<file path="src/rtl/sbuf_pkg.sv">
package sbuf_pkg;

   // Index width for an array of n slots (at least one bit).
   function automatic int unsigned idx_bits(input int unsigned n);
      return (n > 1) ? $clog2(n) : 1;
   endfunction

   // Width of an occupancy counter that can hold 0..n.
   function automatic int unsigned cnt_bits(input int unsigned n);
      return $clog2(n + 1);
   endfunction

   function automatic bit is_pow2(input int unsigned n);
      return (n > 1) && ((n & (n - 1)) == 0);
   endfunction

endpackage

</file>
<file path="src/rtl/sbuf_ctrl.sv">
module sbuf_ctrl
   import sbuf_pkg::*;
#(
   parameter int unsigned DEPTH = 4,
   localparam int unsigned PTR_W = idx_bits(DEPTH),
   localparam int unsigned CNT_W = cnt_bits(DEPTH)
) (
   input  logic             clk,
   input  logic             rst,
   input  logic             enq_req,
   input  logic             deq_req,
   input  logic             flush,
   output logic             enq_fire,
   output logic             deq_fire,
   output logic             enq_ready,
   output logic [PTR_W-1:0] rd_ptr,
   output logic [PTR_W-1:0] wr_ptr,
   output logic [CNT_W-1:0] occ
);

   localparam logic [PTR_W-1:0] LAST = PTR_W'(DEPTH - 1);
   localparam logic [CNT_W-1:0] FULL = CNT_W'(DEPTH);

   logic [PTR_W-1:0] rd_q, wr_q, rd_nxt, wr_nxt;
   logic [CNT_W-1:0] occ_q;

   // Dequeue acts first, so a full buffer can take a push when it drains.
   assign deq_fire  = deq_req && (occ_q != '0);
   assign enq_ready = (occ_q != FULL) || deq_fire;
   assign enq_fire  = enq_req && enq_ready && !flush;

   generate
      if (is_pow2(DEPTH)) begin : g_wrap_free
         assign rd_nxt = rd_q + 1'b1;
         assign wr_nxt = wr_q + 1'b1;
      end else begin : g_wrap_cmp
         assign rd_nxt = (rd_q == LAST) ? '0 : rd_q + 1'b1;
         assign wr_nxt = (wr_q == LAST) ? '0 : wr_q + 1'b1;
      end
   endgenerate

   always_ff @(posedge clk) begin
      if (rst || flush) begin
         rd_q  <= '0;
         wr_q  <= '0;
         occ_q <= '0;
      end else begin
         if (deq_fire) rd_q <= rd_nxt;
         if (enq_fire) wr_q <= wr_nxt;
         occ_q <= occ_q + CNT_W'(enq_fire) - CNT_W'(deq_fire);
      end
   end

   assign rd_ptr = rd_q;
   assign wr_ptr = wr_q;
   assign occ    = occ_q;

endmodule

</file>
<file path="src/rtl/sbuf_store.sv">
module sbuf_store
   import sbuf_pkg::*;
#(
   parameter int unsigned DEPTH     = 4,
   parameter int unsigned PAYLOAD_W = 32,
   parameter int unsigned REG_W     = 5,
   localparam int unsigned PTR_W    = idx_bits(DEPTH)
) (
   input  logic                   clk,
   input  logic                   rst,
   input  logic                   flush,
   input  logic                   wr_en,
   input  logic [PTR_W-1:0]       wr_ptr,
   input  logic [PAYLOAD_W-1:0]   wr_payload,
   input  logic                   wr_has_dst,
   input  logic [REG_W-1:0]       wr_dst,
   input  logic                   rd_pop,
   input  logic [PTR_W-1:0]       rd_ptr,
   output logic [PAYLOAD_W-1:0]   rd_payload,
   output logic                   rd_has_dst,
   output logic [REG_W-1:0]       rd_dst,
   output logic [DEPTH-1:0]       slot_live,
   output logic [DEPTH-1:0]       slot_has_dst,
   output logic [DEPTH*REG_W-1:0] slot_dst
);

   logic [DEPTH*PAYLOAD_W-1:0] slot_pay;

   generate
      for (genvar i = 0; i < DEPTH; i++) begin : g_slot
         logic                 live_r;
         logic                 has_r;
         logic [REG_W-1:0]     dst_r;
         logic [PAYLOAD_W-1:0] pay_r;
         logic                 hit_wr, hit_rd;

         assign hit_wr = wr_en  && (wr_ptr == PTR_W'(i));
         assign hit_rd = rd_pop && (rd_ptr == PTR_W'(i));

         // A push into the slot being popped (full and draining) wins.
         always_ff @(posedge clk) begin
            if (rst || flush)  live_r <= 1'b0;
            else if (hit_wr)   live_r <= 1'b1;
            else if (hit_rd)   live_r <= 1'b0;
         end

         always_ff @(posedge clk) begin
            if (hit_wr) begin
               has_r <= wr_has_dst;
               dst_r <= wr_dst;
               pay_r <= wr_payload;
            end
         end

         assign slot_live[i]                        = live_r;
         assign slot_has_dst[i]                     = has_r;
         assign slot_dst[i*REG_W +: REG_W]          = dst_r;
         assign slot_pay[i*PAYLOAD_W +: PAYLOAD_W]  = pay_r;
      end
   endgenerate

   always_comb begin
      rd_payload = '0;
      rd_has_dst = 1'b0;
      rd_dst     = '0;
      for (int i = 0; i < DEPTH; i++) begin
         if (rd_ptr == PTR_W'(i)) begin
            rd_payload = slot_pay[i*PAYLOAD_W +: PAYLOAD_W];
            rd_has_dst = slot_has_dst[i];
            rd_dst     = slot_dst[i*REG_W +: REG_W];
         end
      end
   end

endmodule

</file>
<file path="src/rtl/sbuf_match.sv">
module sbuf_match
   import sbuf_pkg::*;
#(
   parameter int unsigned DEPTH  = 4,
   parameter int unsigned REG_W  = 5,
   localparam int unsigned PTR_W = idx_bits(DEPTH)
) (
   input  logic [DEPTH-1:0]       slot_live,
   input  logic [DEPTH-1:0]       slot_has_dst,
   input  logic [DEPTH*REG_W-1:0] slot_dst,
   input  logic                   pop,
   input  logic [PTR_W-1:0]       head,
   input  logic [REG_W-1:0]       query,
   output logic                   hit
);

   logic [DEPTH-1:0] slot_hit;

   generate
      for (genvar i = 0; i < DEPTH; i++) begin : g_cmp
         logic leaving;
         assign leaving     = pop && (head == PTR_W'(i));
         assign slot_hit[i] = slot_live[i] && slot_has_dst[i] && !leaving &&
                              (slot_dst[i*REG_W +: REG_W] == query);
      end
   endgenerate

   assign hit = |slot_hit;

endmodule

</file>
<file path="src/rtl/instr_sbuf.sv">
module instr_sbuf
   import sbuf_pkg::*;
#(
   parameter int unsigned DEPTH     = 4,
   parameter int unsigned PAYLOAD_W = 32,
   parameter int unsigned REG_W     = 5
) (
   input  logic                 clk,
   input  logic                 rst,
   input  logic                 enq_valid,
   input  logic [PAYLOAD_W-1:0] enq_payload,
   input  logic                 enq_has_dst,
   input  logic [REG_W-1:0]     enq_dst,
   output logic                 enq_ready,
   input  logic                 deq_req,
   output logic                 first_valid,
   output logic [PAYLOAD_W-1:0] first_payload,
   output logic                 first_has_dst,
   output logic [REG_W-1:0]     first_dst,
   input  logic [REG_W-1:0]     find_reg,
   output logic                 find_hit,
   input  logic                 flush
);

   localparam int unsigned PTR_W = idx_bits(DEPTH);
   localparam int unsigned CNT_W = cnt_bits(DEPTH);

   generate
      if (DEPTH < 1)     begin : g_bad_depth $error("instr_sbuf: DEPTH must be >= 1"); end
      if (PAYLOAD_W < 1) begin : g_bad_pay   $error("instr_sbuf: PAYLOAD_W must be >= 1"); end
      if (REG_W < 1)     begin : g_bad_reg   $error("instr_sbuf: REG_W must be >= 1"); end
   endgenerate

   logic                   enq_fire, deq_fire;
   logic [PTR_W-1:0]       rd_ptr, wr_ptr;
   logic [CNT_W-1:0]       occ;
   logic [DEPTH-1:0]       slot_live, slot_has_dst;
   logic [DEPTH*REG_W-1:0] slot_dst;

   sbuf_ctrl #(.DEPTH(DEPTH)) u_ctrl (
      .clk(clk), .rst(rst), .enq_req(enq_valid), .deq_req(deq_req), .flush(flush),
      .enq_fire(enq_fire), .deq_fire(deq_fire), .enq_ready(enq_ready),
      .rd_ptr(rd_ptr), .wr_ptr(wr_ptr), .occ(occ)
   );

   sbuf_store #(.DEPTH(DEPTH), .PAYLOAD_W(PAYLOAD_W), .REG_W(REG_W)) u_store (
      .clk(clk), .rst(rst), .flush(flush),
      .wr_en(enq_fire), .wr_ptr(wr_ptr), .wr_payload(enq_payload),
      .wr_has_dst(enq_has_dst), .wr_dst(enq_dst),
      .rd_pop(deq_fire), .rd_ptr(rd_ptr),
      .rd_payload(first_payload), .rd_has_dst(first_has_dst), .rd_dst(first_dst),
      .slot_live(slot_live), .slot_has_dst(slot_has_dst), .slot_dst(slot_dst)
   );

   sbuf_match #(.DEPTH(DEPTH), .REG_W(REG_W)) u_match (
      .slot_live(slot_live), .slot_has_dst(slot_has_dst), .slot_dst(slot_dst),
      .pop(deq_fire), .head(rd_ptr), .query(find_reg), .hit(find_hit)
   );

   assign first_valid = (occ != '0);

endmodule

</file>
<file path="config.mk">
export PLATFORM = sky130hd
export DESIGN_NAME = instr_sbuf
export DESIGN_NICKNAME = d
export VERILOG_FILES = /design/src/rtl/sbuf_pkg.sv /design/src/rtl/sbuf_ctrl.sv /design/src/rtl/sbuf_store.sv /design/src/rtl/sbuf_match.sv /design/src/rtl/instr_sbuf.sv
export SDC_FILE = /design/constraint.sdc
export NUM_CORES = 1
export LEC_CHECK = 0
export CELL_PAD_IN_SITES_DETAIL_PLACEMENT = 2
export CELL_PAD_IN_SITES_GLOBAL_PLACEMENT = 2
export CORE_ASPECT_RATIO = 1.25
export CORE_UTILIZATION = 42
export DETAILED_ROUTE_END_ITERATION = 6
export PLACE_DENSITY = 0.81
export RECOVER_POWER = 100
export SYNTH_ARGS = -nofsm -noshare
export SYNTH_HDL_FRONTEND = slang
export SYNTH_SLANG_ARGS = --single-unit
</file>
<file path="constraint.sdc">
create_clock -name clk -period 5.4 [get_ports clk]
set_input_delay 1.35 -clock clk [delete_from_list [all_inputs] [get_ports clk]]
set_output_delay 1.35 -clock clk [all_outputs]
set_load 0.03 [all_outputs]
</file>
==> impl_metrics.py <==
metrics = {
    "worst_setup_path": {
        "path_buf_inv": 2,
        "worstPathMaxFanout": 7,
        "crit_slowest_cell": "dlygate4sd3_1",
        "worstPathCellList": "dlygate4sd3_1 -> nand2_1 -> o21ai_0 -> nor4_1 -> or4_1 -> dlygate4sd3_1",
        "arrival_ns": 3.70,
        "cp.required_ns": 4.05,
        "setup.worst_path.start_class": "input pin",
        "worstSetupPathType": "input pin to primary output",
        "endpoint_kind": "primary output",
        "slowest_delay_ns": 0.70,
        "critical-path-top-delay-family": "buffers and inverters",
        "cp.depth": 6,
        "worstRegToRegCells": 4,
        "crit_top_cell": "dlygate4sd3_1",
    },
    "place": {
        "dp_hpwl_um": 10600,
        "gp_congestion": 0.813,
        "io_buffer_count": 88,
    },
    "clock_tree": {
        "path_clk_slew_ns": 0.06,
        "clkSinkCount": 163,
        "clk_latency_ns": 0.42,
        "cts.htree.levels": 4,
        "clock_path_buffers": 2,
        "cts_tree": "done",
        "cts_buffers": 17,
        "postCtsSetupRepairBufs": 0,
        "cts-resized-gates": 0,
        "clock-root-buffer": "clkbuf_16",
        "ctsHoldBuffers": 0,
    },
    "finish": {
        "post_route_cells_drive_above_1_share": 0.0774,
        "final_util": 0.543,
        "nNetsFinal": 576,
        "nFillCells": 1401,
        "seq_area_sq_um": 4780,
        "multiInputGateArea_sq_um": 1600,
        "area_delta_synth_final_pct": 25.5,
    },
    "sta": {
        "worst_pin_slew_ns": 1.90,
        "rsz0062_at_grt": "no",
        "skew_ns": 0.00872,
        "maxSlewViolCount": 156,
        "hold_viol_final": 0,
        "setup_tns_ns": 0,
        "max_slew_margin": -0.265,
        "fin_crit_ns": 5.05,
        "setup_viol": 0,
        "max_freq_ghz": 0.198,
        "fin_crit_sh": 0.935,
    },
    "global_routing": {
        "grt_max_degree": 64,
        "track_usage": 0.230,
        "antenna_found_initial": 2,
        "grt_pass1_wl_um": 26700,
        "grt-ovfl-total": 0,
        "grt_pass1_vias": 4671,
    },
    "run_status": {
        "status": "finished, violations left",
        "violations": "capacitance limit, slew limit",
    },
    "min_path": {
        "holdPathStages": 2,
        "hp-class": "register to register",
    },
    "pwr": {
        "p_leak_nw": 2.68,
        "power_density_nw_per_um2": 353,
        "ir_drop_mv": 0.264,
    },
    "routing": {
        "drt-wirelength-per-cell_um": 23.7,
        "vias_per_cell": 5.55,
        "dr.first_iter.drc_count": 224,
        "wl_um": 17500,
        "drcViolationCount": 0,
        "vias": 4102,
        "antenna_left": 0,
        "drt-pass1-iter-count": 4,
    },
    "floorplanning": {
        "die_height_um": 142,
        "core_area_sq_um": 15100,
        "rows": 50,
        "die_area_sq_um": 16100,
        "io-pin-count": 89,
        "start_util": 0.433,
        "die_w_um": 114,
    },
    "yosys": {
        "synth_seq_area_share": 0.730,
        "netlist_area_sq_um": 6550,
        "netlist_instances": 433,
        "yosysWarnings": 0,
        "ys.flop_type": "edfxtp_1",
        "synth_enable_flop_cells": 152,
        "syn_nets": 492,
        "syn_avg_cell_area_sq_um": 15.1,
        "async_flop_share": 0,
        "ys_ff_latch": 163,
        "yosysUniqueCellTypes": 31,
    },
    "job": {
        "drv_cap": 4,
    },
}
cells in the final DEF, fill, tap and decap left out, types with 4 or more instances in the layout:
cell type and instances:
edfxtp_1 152, dlygate4sd3_1 76, nand2_1 47, nor2b_1 37, a221oi_1 37, o31ai_1 37, clkbuf_16 17, xnor2_1 15
inv_1 13, clkdlybuf4s50_1 12, dfxtp_1 11, xor2_1 9, a21oi_1 7, ha_1 7, nor2_1 6, clkinv_2 5
nand4_1 4, nor4_1 4, bufinv_16 4
metrics by stage:
| stage | area [sq um] | hold slack [ns] | power (mW) | setup WS, ns | cells |
|---|---|---|---|---|---|
| CTS | 8250 | 0.510 | 2.94 | 0.481 | 738 |
| detailed placement | 7630 | 0.501 | 1.68 | 0.484 | 706 |
| global placement | 7630 | 0.486 | 1.67 | 0.589 | 706 |
| floorplan | 6550 | 0.465 | 1.56 | 1.64 | 433 |
| global route | 8220 | 0.567 | 2.98 | 0.214 | 738 |
| finish | 8220 | 0.510 | 2.90 | 0.349 | 739 |
tightest hold or removal path, delay by kind of cell (launching register included):
family | cells | cell delay (ns)
and+or+nand+nor | 1 | 0.07
AOI/OAI and AO/OA | 1 | 0.05
DFF | 1 | 0.34
final cells by class:
type,instances,area share
timing repair buffer,91,0.111
inverter,13,0.00594
clock inverter,15,0.0228
tap,208,0.0317
sequential,163,0.582
antenna,1,0.000304
clock buffer,17,0.0518
multi-input combinational,231,0.194
cell usage after synthesis (all sizes together), types with 2 or more instances:
cell type	number	area, sq um
clkbuf	17	65.1
edfxtp	152	4560
a221oi	37	324
inv	13	48.8
nor2	6	22.5
a21oi	8	43.8
o31ai	37	278
nor2b	38	238
ha	10	125
xor2	9	78.8
and3b	2	21.3
buf	9	45.0
xnor2	15	131
nand2	48	190
o21ai	5	25.0
nand4	4	25.0
dfxtp	11	220
nor4	4	25.0
routing by layer:
layer | routed length, um | global-route usage | share of wire
met2 | 9640 | 0.426 | 0.55
met1 | 6790 | 0.252 | 0.39
met4 | 481 | 0.107 | 0.027
met5 | 13 | 0 | 0.00074
met3 | 618 | 0.0453 | 0.035
kinds of logic after synthesis:
logic type               count (synthesis)  share of synthesized area
AND/OR/NAND/NOR                        108                     0.0873
flip-flops                             163                      0.730
buffers and inverters                   39                     0.0243
XOR/XNOR                                24                     0.0321
AO/OA/AOI/OAI                           87                      0.102
adder cells (fa/ha/maj)                 11                     0.0222
multiplexers                             1                    0.00172
final timing paths:
path | start | endpoint | slack, ns
setup / recovery | deq_req | find_hit | 0.35
hold / removal | u_ctrl.wr_ptr[1] | u_ctrl.wr_ptr[1] | 0.51
setup reg to reg | u_ctrl.occ[1] | u_store.g_slot[3].pay_r[9] | 2.58
hold reg to reg | u_ctrl.wr_ptr[1] | u_ctrl.wr_ptr[1] | 0.51
flip-flops by register name, indices dropped and copies added, names as in the netlist:
register and flops:
u_store.g_slot.dst_r 20, u_store.g_slot.has_r 4, u_ctrl.occ 3, u_store.g_slot.pay_r 128
u_ctrl.rd_ptr 2, u_store.g_slot.live_r 4, u_ctrl.wr_ptr 2
where the power goes:
group / internal (mW) / switching, mW / total [mW]
Clock: 0.770 / 0.490 / 1.26
Combinational: 0.0890 / 0.136 / 0.225
Sequential: 1.41 / 0.00975 / 1.42
Total: 2.26 / 0.636 / 2.90
(Power assumes the default switching activity.)
